`config.mk`:
```
export PLATFORM = sky130hd
export DESIGN_NAME = decode_slot_grouper
export DESIGN_NICKNAME = d
export VERILOG_FILES = /design/src/rtl/dsg_pkg.sv /design/src/rtl/dsg_classify.sv /design/src/rtl/dsg_queue.sv /design/src/rtl/dsg_pick.sv /design/src/rtl/decode_slot_grouper.sv
export SDC_FILE = /design/constraint.sdc
export NUM_CORES = 1
export LEC_CHECK = 0
export BUFFER_PORTS_ARGS = -buffer_cell sky130_fd_sc_hd__buf_2
export CORE_ASPECT_RATIO = 0.6
export CORE_MARGIN = 4
export CORE_UTILIZATION = 60
export CTS_CLUSTER_SIZE = 25
export DETAILED_ROUTE_END_ITERATION = 6
export PLACE_DENSITY_LB_ADDON = 0.25
export SLEW_MARGIN = 20
export SYNTH_ARGS = -nofsm -noshare
export SYNTH_HDL_FRONTEND = slang
export SYNTH_SLANG_ARGS = --single-unit
```
`constraint.sdc`:
```
create_clock -name clk -period 7.23 [get_ports clk]
set_input_delay 0 -clock clk [delete_from_list [all_inputs] [get_ports clk]]
set_output_delay 0 -clock clk [all_outputs]
set_load 0.02 [all_outputs]
```
`src/rtl/dsg_pkg.sv`:
```
package dsg_pkg;
  typedef enum logic [1:0] {
    CLS_SHORT  = 2'd0,
    CLS_LONG   = 2'd1,
    CLS_VECTOR = 2'd2
  } grp_class_e;

  localparam int HINT_LONG_BIT = 0;
  localparam int HINT_VEC_BIT  = 1;
endpackage

```
`src/rtl/dsg_classify.sv`:
```
module dsg_classify #(
  parameter int LEN_W     = 4,
  parameter int SHORT_MAX = 7
) (
  input  logic [LEN_W-1:0]       len,
  input  logic [1:0]             hint,
  output dsg_pkg::grp_class_e    cls
);
  localparam logic [LEN_W-1:0] LIMIT = LEN_W'(SHORT_MAX);

  always_comb begin
    if (hint[dsg_pkg::HINT_VEC_BIT])
      cls = dsg_pkg::CLS_VECTOR;
    else if (hint[dsg_pkg::HINT_LONG_BIT] || (len > LIMIT))
      cls = dsg_pkg::CLS_LONG;
    else
      cls = dsg_pkg::CLS_SHORT;
  end
endmodule

```
`src/rtl/dsg_queue.sv`:
```
module dsg_queue #(
  parameter int REC_W = 22,
  parameter int DEPTH = 4
) (
  input  logic             clk,
  input  logic             rst,
  input  logic             push,
  input  logic [REC_W-1:0] push_rec,
  input  logic [1:0]       pop_cnt,
  output logic             full,
  output logic [1:0]       have,
  output logic [REC_W-1:0] head0,
  output logic [REC_W-1:0] head1
);
  localparam int PTR_W = (DEPTH > 2) ? $clog2(DEPTH) : 1;
  localparam int CNT_W = PTR_W + 1;
  localparam logic [CNT_W-1:0] FULL_CNT = CNT_W'(DEPTH);

  logic [REC_W-1:0] mem [DEPTH];
  logic [PTR_W-1:0] wr_ptr, rd_ptr;
  logic [CNT_W-1:0] count_q;

  assign full    = (count_q == FULL_CNT);
  assign have[0] = (count_q != '0);
  assign have[1] = (count_q > CNT_W'(1));
  assign head0   = mem[rd_ptr];
  assign head1   = mem[PTR_W'(rd_ptr + PTR_W'(1))];

  always_ff @(posedge clk) begin
    if (push) mem[wr_ptr] <= push_rec;
  end

  always_ff @(posedge clk) begin
    if (rst) begin
      wr_ptr  <= '0;
      rd_ptr  <= '0;
      count_q <= '0;
    end else begin
      if (push) wr_ptr <= PTR_W'(wr_ptr + PTR_W'(1));
      rd_ptr  <= PTR_W'(rd_ptr + PTR_W'(pop_cnt));
      count_q <= count_q + CNT_W'(push) - CNT_W'(pop_cnt);
    end
  end
endmodule

```
`src/rtl/dsg_pick.sv`:
```
module dsg_pick (
  input  logic [1:0]          have,
  input  dsg_pkg::grp_class_e cls0,
  input  dsg_pkg::grp_class_e cls1,
  output logic [1:0]          issue_cnt
);
  always_comb begin
    if (!have[0])
      issue_cnt = 2'd0;
    else if (cls0 == dsg_pkg::CLS_SHORT && have[1] && cls1 == dsg_pkg::CLS_SHORT)
      issue_cnt = 2'd2;
    else
      issue_cnt = 2'd1;
  end
endmodule

```
`src/rtl/decode_slot_grouper.sv`:
```
module decode_slot_grouper #(
  parameter int LEN_W     = 4,
  parameter int DATA_W    = 16,
  parameter int DEPTH     = 4,
  parameter int SHORT_MAX = 7
) (
  input  logic              clk,
  input  logic              rst,
  input  logic              in_valid,
  output logic              in_ready,
  input  logic [LEN_W-1:0]  in_len,
  input  logic [1:0]        in_hint,
  input  logic [DATA_W-1:0] in_data,
  input  logic              out_ready,
  output logic              s0_valid,
  output logic [1:0]        s0_class,
  output logic [LEN_W-1:0]  s0_len,
  output logic [1:0]        s0_hint,
  output logic [DATA_W-1:0] s0_data,
  output logic              s1_valid,
  output logic [1:0]        s1_class,
  output logic [LEN_W-1:0]  s1_len,
  output logic [1:0]        s1_hint,
  output logic [DATA_W-1:0] s1_data
);
  localparam int REC_W = LEN_W + 2 + DATA_W;

  logic                full;
  logic                push;
  logic [1:0]          have;
  logic [REC_W-1:0]    head [2];
  dsg_pkg::grp_class_e head_cls [2];
  logic [1:0]          issue_cnt;
  logic [1:0]          pop_cnt;
  logic                load;

  logic [REC_W-1:0]    slot_rec [2];
  dsg_pkg::grp_class_e slot_cls [2];
  logic [1:0]          slot_vld;

  assign in_ready = !full;
  assign push     = in_valid && !full;
  assign load     = !slot_vld[0] || out_ready;
  assign pop_cnt  = load ? issue_cnt : 2'd0;

  dsg_queue #(.REC_W(REC_W), .DEPTH(DEPTH)) u_queue (
    .clk      (clk),
    .rst      (rst),
    .push     (push),
    .push_rec ({in_len, in_hint, in_data}),
    .pop_cnt  (pop_cnt),
    .full     (full),
    .have     (have),
    .head0    (head[0]),
    .head1    (head[1])
  );

  for (genvar g = 0; g < 2; g++) begin : g_cls
    dsg_classify #(.LEN_W(LEN_W), .SHORT_MAX(SHORT_MAX)) u_cls (
      .len  (head[g][REC_W-1 -: LEN_W]),
      .hint (head[g][DATA_W +: 2]),
      .cls  (head_cls[g])
    );
  end

  dsg_pick u_pick (
    .have      (have),
    .cls0      (head_cls[0]),
    .cls1      (head_cls[1]),
    .issue_cnt (issue_cnt)
  );

  always_ff @(posedge clk) begin
    if (rst) begin
      slot_vld <= '0;
      for (int i = 0; i < 2; i++) begin
        slot_rec[i] <= '0;
        slot_cls[i] <= dsg_pkg::CLS_SHORT;
      end
    end else if (load) begin
      slot_vld[0] <= (issue_cnt != 2'd0);
      slot_vld[1] <= (issue_cnt == 2'd2);
      for (int i = 0; i < 2; i++) begin
        slot_rec[i] <= head[i];
        slot_cls[i] <= head_cls[i];
      end
    end
  end

  assign s0_valid = slot_vld[0];
  assign s0_class = slot_cls[0];
  assign s0_len   = slot_rec[0][REC_W-1 -: LEN_W];
  assign s0_hint  = slot_rec[0][DATA_W +: 2];
  assign s0_data  = slot_rec[0][DATA_W-1:0];
  assign s1_valid = slot_vld[1];
  assign s1_class = slot_cls[1];
  assign s1_len   = slot_rec[1][REC_W-1 -: LEN_W];
  assign s1_hint  = slot_rec[1][DATA_W +: 2];
  assign s1_data  = slot_rec[1][DATA_W-1:0];
endmodule

```
==> insert_results.sql <==
INSERT INTO impl_metrics (metric_group, metric, value, unit) VALUES
('critical_path', 'crit_slowest_cell', 'dfxtp_4', ''),
('yosys', 'synthesis.nets', '356', ''),
('yosys', 'share_of_yosys_cell_area_claimed_by_the_top_area_cell_type', '0.6664', ''),
('grt', 'grt.overflow.total', '0', ''),
('grt', 'antenna_found_initial', '0', ''),
('yosys', 'synth-edff-count', '134', ''),
('critical_path', 'startpoint_type', 'flip-flop', ''),
('sta', 'rsz0062_at_grt', 'no', ''),
('placed_design', 'gp_routability_congestion', '0.8220', ''),
('placed_design', 'dpl.hpwl', '6597', 'um'),
('sta', 'totalNegativeSetupSlack', '0', 'ns'),
('sta', 'tightest_slew', '0.9811', 'ns'),
('grt', 'wire_length_of_the_first_global_routing_pass', '18030', 'um'),
('grt', 'grt_pass1_vias', '3355', ''),
('job', 'timing.max_cap.violations', '0', ''),
('yosys', 'synth_top_cells_by_area', 'edfxtp_1 (67%), mux4_2 (16%), and2_1 (4.9%)', ''),
('critical_path', 'cp_data_required_time', '7.54', 'ns'),
('yosys', 'number_of_distinct_library_cell_variants_in_the_gate_level_netlist_after_synthesis', '39', ''),
('finish', 'num_antenna_cells', '0', ''),
('finish', 'final.fill_count', '607', ''),
('finish', 'multi_input_area', '0.001730', 'mm2'),
('power_and_ir_drop', 'power.density_cell_area', '398.7', 'mW/mm2'),
('route', 'detailedRoute.firstIterationViolations', '166', ''),
('clock_tree', 'clkLatencyLatePin', '0.42', 'ns'),
('yosys', 'synth_most_common_cell', 'edfxtp_1', ''),
('yosys', 'postSynth.asyncResetShare', '0', ''),
('floorplan', 'initial_core_util', '0.6134', ''),
('yosys', 'most_used_flip_flop_cell_after_synthesis', 'edfxtp_1', ''),
('route', 'vias', '3286', ''),
('clock_tree', 'htree_num_levels', '4', ''),
('placed_design', 'place.port_buffers', '76', ''),
('yosys', 'syn_inst', '323', ''),
('critical_path', 'worstPathArrival', '4.03', 'ns'),
('floorplan', 'floorplan.die.height', '85.71', 'um'),
('floorplan', 'floorplan.io_pins', '77', ''),
('yosys', 'post-synth-top-area-cell', 'edfxtp_1', ''),
('yosys', 'synth.cells.most_frequent', 'edfxtp_1 (134), and2_1 (47), mux4_2 (42), nor2_1 (14), clkbuf_1 (10)', ''),
('grt', 'grt_max_degree', '52', ''),
('sta', 'max-slew-margin-rel', '0.3450', ''),
('finish', 'drive_above_1_share', '0.3614', ''),
('clock_tree', 'cts_tree', 'done', ''),
('finish', 'area_growth', '22.71', '%'),
('finish', 'fin_nets', '462', ''),
('yosys', 'ys_seq_area_frac', '0.6962', ''),
('sta', 'period_utilization_post_route', '0.5154', ''),
('critical_path', 'end_kind', 'flip-flop', ''),
('critical_path', 'critical_path.reg2reg.startpoint', 'u_queue.rd_ptr[0]$_SDFF_PP0_', ''),
('status', 'status', 'completed', ''),
('clock_tree', 'clkSinkCount', '143', ''),
('sta', 'skew', '0.01662', 'ns'),
('critical_path', 'setup.worst_path.start', 'u_queue.rd_ptr[0]$_SDFF_PP0_', ''),
('route', 'final_antenna_net_count', '0', ''),
('critical_path', 'worst-setup-path-type', 'reg -> reg', ''),
('sta', 'number_of_pins_exceeding_their_max_slew_limit_in_the_final_report', '0', ''),
('clock_tree', 'cts-root-buf', 'clkbuf_16', ''),
('critical_path', 'crit_chain', 'mux4_2, or4_1, nor3_2, nand2_1, ha_1, inv_1, fa_1, xor2_1, xnor2_1, nor2_1', ''),
('placed_design', 'place_ws', '3.486', 'ns'),
('sta', 'setup_violations', '0', ''),
('clock_tree', 'clk_pin_slew', '0.06', 'ns'),
('power_and_ir_drop', 'vdd_ir_drop_max', '0.0002440', 'V'),
('finish', 'seq_area', '0.004212', 'mm2'),
('route', 'post_drt_via_cell_ratio', '5.715', ''),
('sta', 'max_clock_freq', '0.2683', 'GHz'),
('floorplan', 'placeable_core_region', '0.009844', 'mm2'),
('grt', 'total_routing_usage_gr', '0.2102', ''),
('route', 'drcViolationCount', '0', ''),
('floorplan', 'rows', '28', ''),
('critical_path', 'worst_path_largest_cell_delay', '0.93', 'ns'),
('yosys', 'synth-warning-count', '0', ''),
('sta', 'final_hold_viol_count', '0', ''),
('clock_tree', 'post-cts-setup-buffers', '0', '');
[path summary, 6_finish.rpt]
kind | to | slack, ns | cells past startpoint
worst min register to register | slot_vld[1]$_SDFFE_PP0N_ | 0.48 | 1
worst max register to register | u_queue.count_q[2]$_SDFF_PP0_ | 3.50 | 10
worst max-delay path | u_queue.count_q[2]$_SDFF_PP0_ | 3.50 | 10
worst min-delay path | u_queue.wr_ptr[0]$_SDFFE_PP0P_ | 0.10 | 4
[power by group]
part,switching [mW],total (mW),internal [mW]
clock,0.322,0.927,0.605
combinational,0.377,0.759,0.382
sequential,0.157,1.27,1.11
total,0.856,2.95,2.10
[routing by layer]
| metal | vias up | share of wire | wire (um) | GRT usage |
|---|---|---|---|---|
| met5 | - | 0 | 0 | 0 |
| met4 | 0 | 0.012 | 132 | 0.06612 |
| met3 | 14 | 0.059 | 670 | 0.06682 |
| met2 | 110 | 0.49 | 5532 | 0.3243 |
| met1 | 1678 | 0.44 | 4953 | 0.2915 |
| li1 | 1484 | - | - | - |
[state kept, by name, summed over array words and instances, names as in the netlist]
| signal | flops |
|---|---|
| slot_cls | 3 |
| slot_vld | 2 |
| slot_rec | 43 |
| u_queue.mem | 88 |
| u_queue.rd_ptr | 2 |
| u_queue.count_q | 3 |
| u_queue.wr_ptr | 2 |
[placed cells by master (no fill, tap or decap), types with 2 or more instances in the layout]
| cell | synthesis | routed |
|---|---|---|
| edfxtp_1 | 134 | 134 |
| buf_2 | 4 | 76 |
| and2_1 | 47 | 47 |
| mux4_2 | 42 | 42 |
| dlygate4sd3_1 | 0 | 24 |
| clkbuf_16 | 0 | 17 |
| nor2_1 | 14 | 13 |
| dfxtp_1 | 9 | 7 |
| ha_1 | 6 | 6 |
| nand2b_1 | 5 | 5 |
| bufinv_16 | 0 | 5 |
| buf_4 | 2 | 5 |
| inv_1 | 5 | 4 |
| nand2_1 | 4 | 4 |
| nor2b_1 | 3 | 3 |
| a21oi_1 | 3 | 3 |
| mux2i_1 | 3 | 3 |
| clkinv_2 | 0 | 3 |
| xor2_1 | 2 | 2 |
| mux2_2 | 2 | 2 |
| or4_1 | 2 | 2 |
| or3_1 | 2 | 2 |
| nor3b_1 | 2 | 2 |
| o31ai_1 | 2 | 2 |
| nor4_1 | 2 | 2 |
| xnor2_1 | 2 | 2 |
| clkinvlp_4 | 0 | 2 |
| dfxtp_4 | 0 | 2 |
[final cells by class]
| cell class | count | area share |
|---|---|---|
| Tap cell | 135 | 0.02280 |
| Timing Repair Buffer | 105 | 0.08882 |
| Sequential cell | 143 | 0.5684 |
| Multi-Input combinational cell | 157 | 0.2335 |
| Clock buffer | 18 | 0.05792 |
| Inverter | 5 | 0.002533 |
| Clock inverter | 12 | 0.02600 |
[cells by family after synthesis]
family	Yosys count	synth area share
AO/OA/AOI/OAI	13	0.01596
buffers and inverters	23	0.01761
multiplexers	47	0.1654
flip-flops	143	0.6962
AND/OR/NAND/NOR	86	0.08330
XOR/XNOR	4	0.005803
adder cells (fa/ha/maj)	7	0.01575
[per-stage QoR]
stage | area [um2] | utilization | cells | hold WS [ns]
2_1_floorplan | 6038 | - | 323 | 0.09887
3_3_place_gp | 6545 | 0.6648 | 521 | 0.2093
3_5_place_dp | 6545 | 0.6648 | 521 | 0.2194
4_1_cts | 7407 | 0.7524 | 575 | 0.1000
5_1_grt | 7410 | 0.7527 | 575 | 0.1549
6_report | 7410 | 0.7527 | 575 | 0.1003
[critical path: cells and delay by family (launching register included)]
kind | cells | cell delay (ns)
simple gates | 4 | 0.96
flops | 1 | 0.93
fa+ha+maj | 2 | 0.71
mux | 1 | 0.64
xor+xnor | 2 | 0.31
buf+inv | 1 | 0.05
[repair_timing]
action,4_1_cts,5_1_grt
endpoints found under the hold margin,94,0
gates resized for setup,0,0
endpoints found under the setup margin,0,0
hold buffers,24,0
No activity file was read; power rests on OpenSTA's default activity.
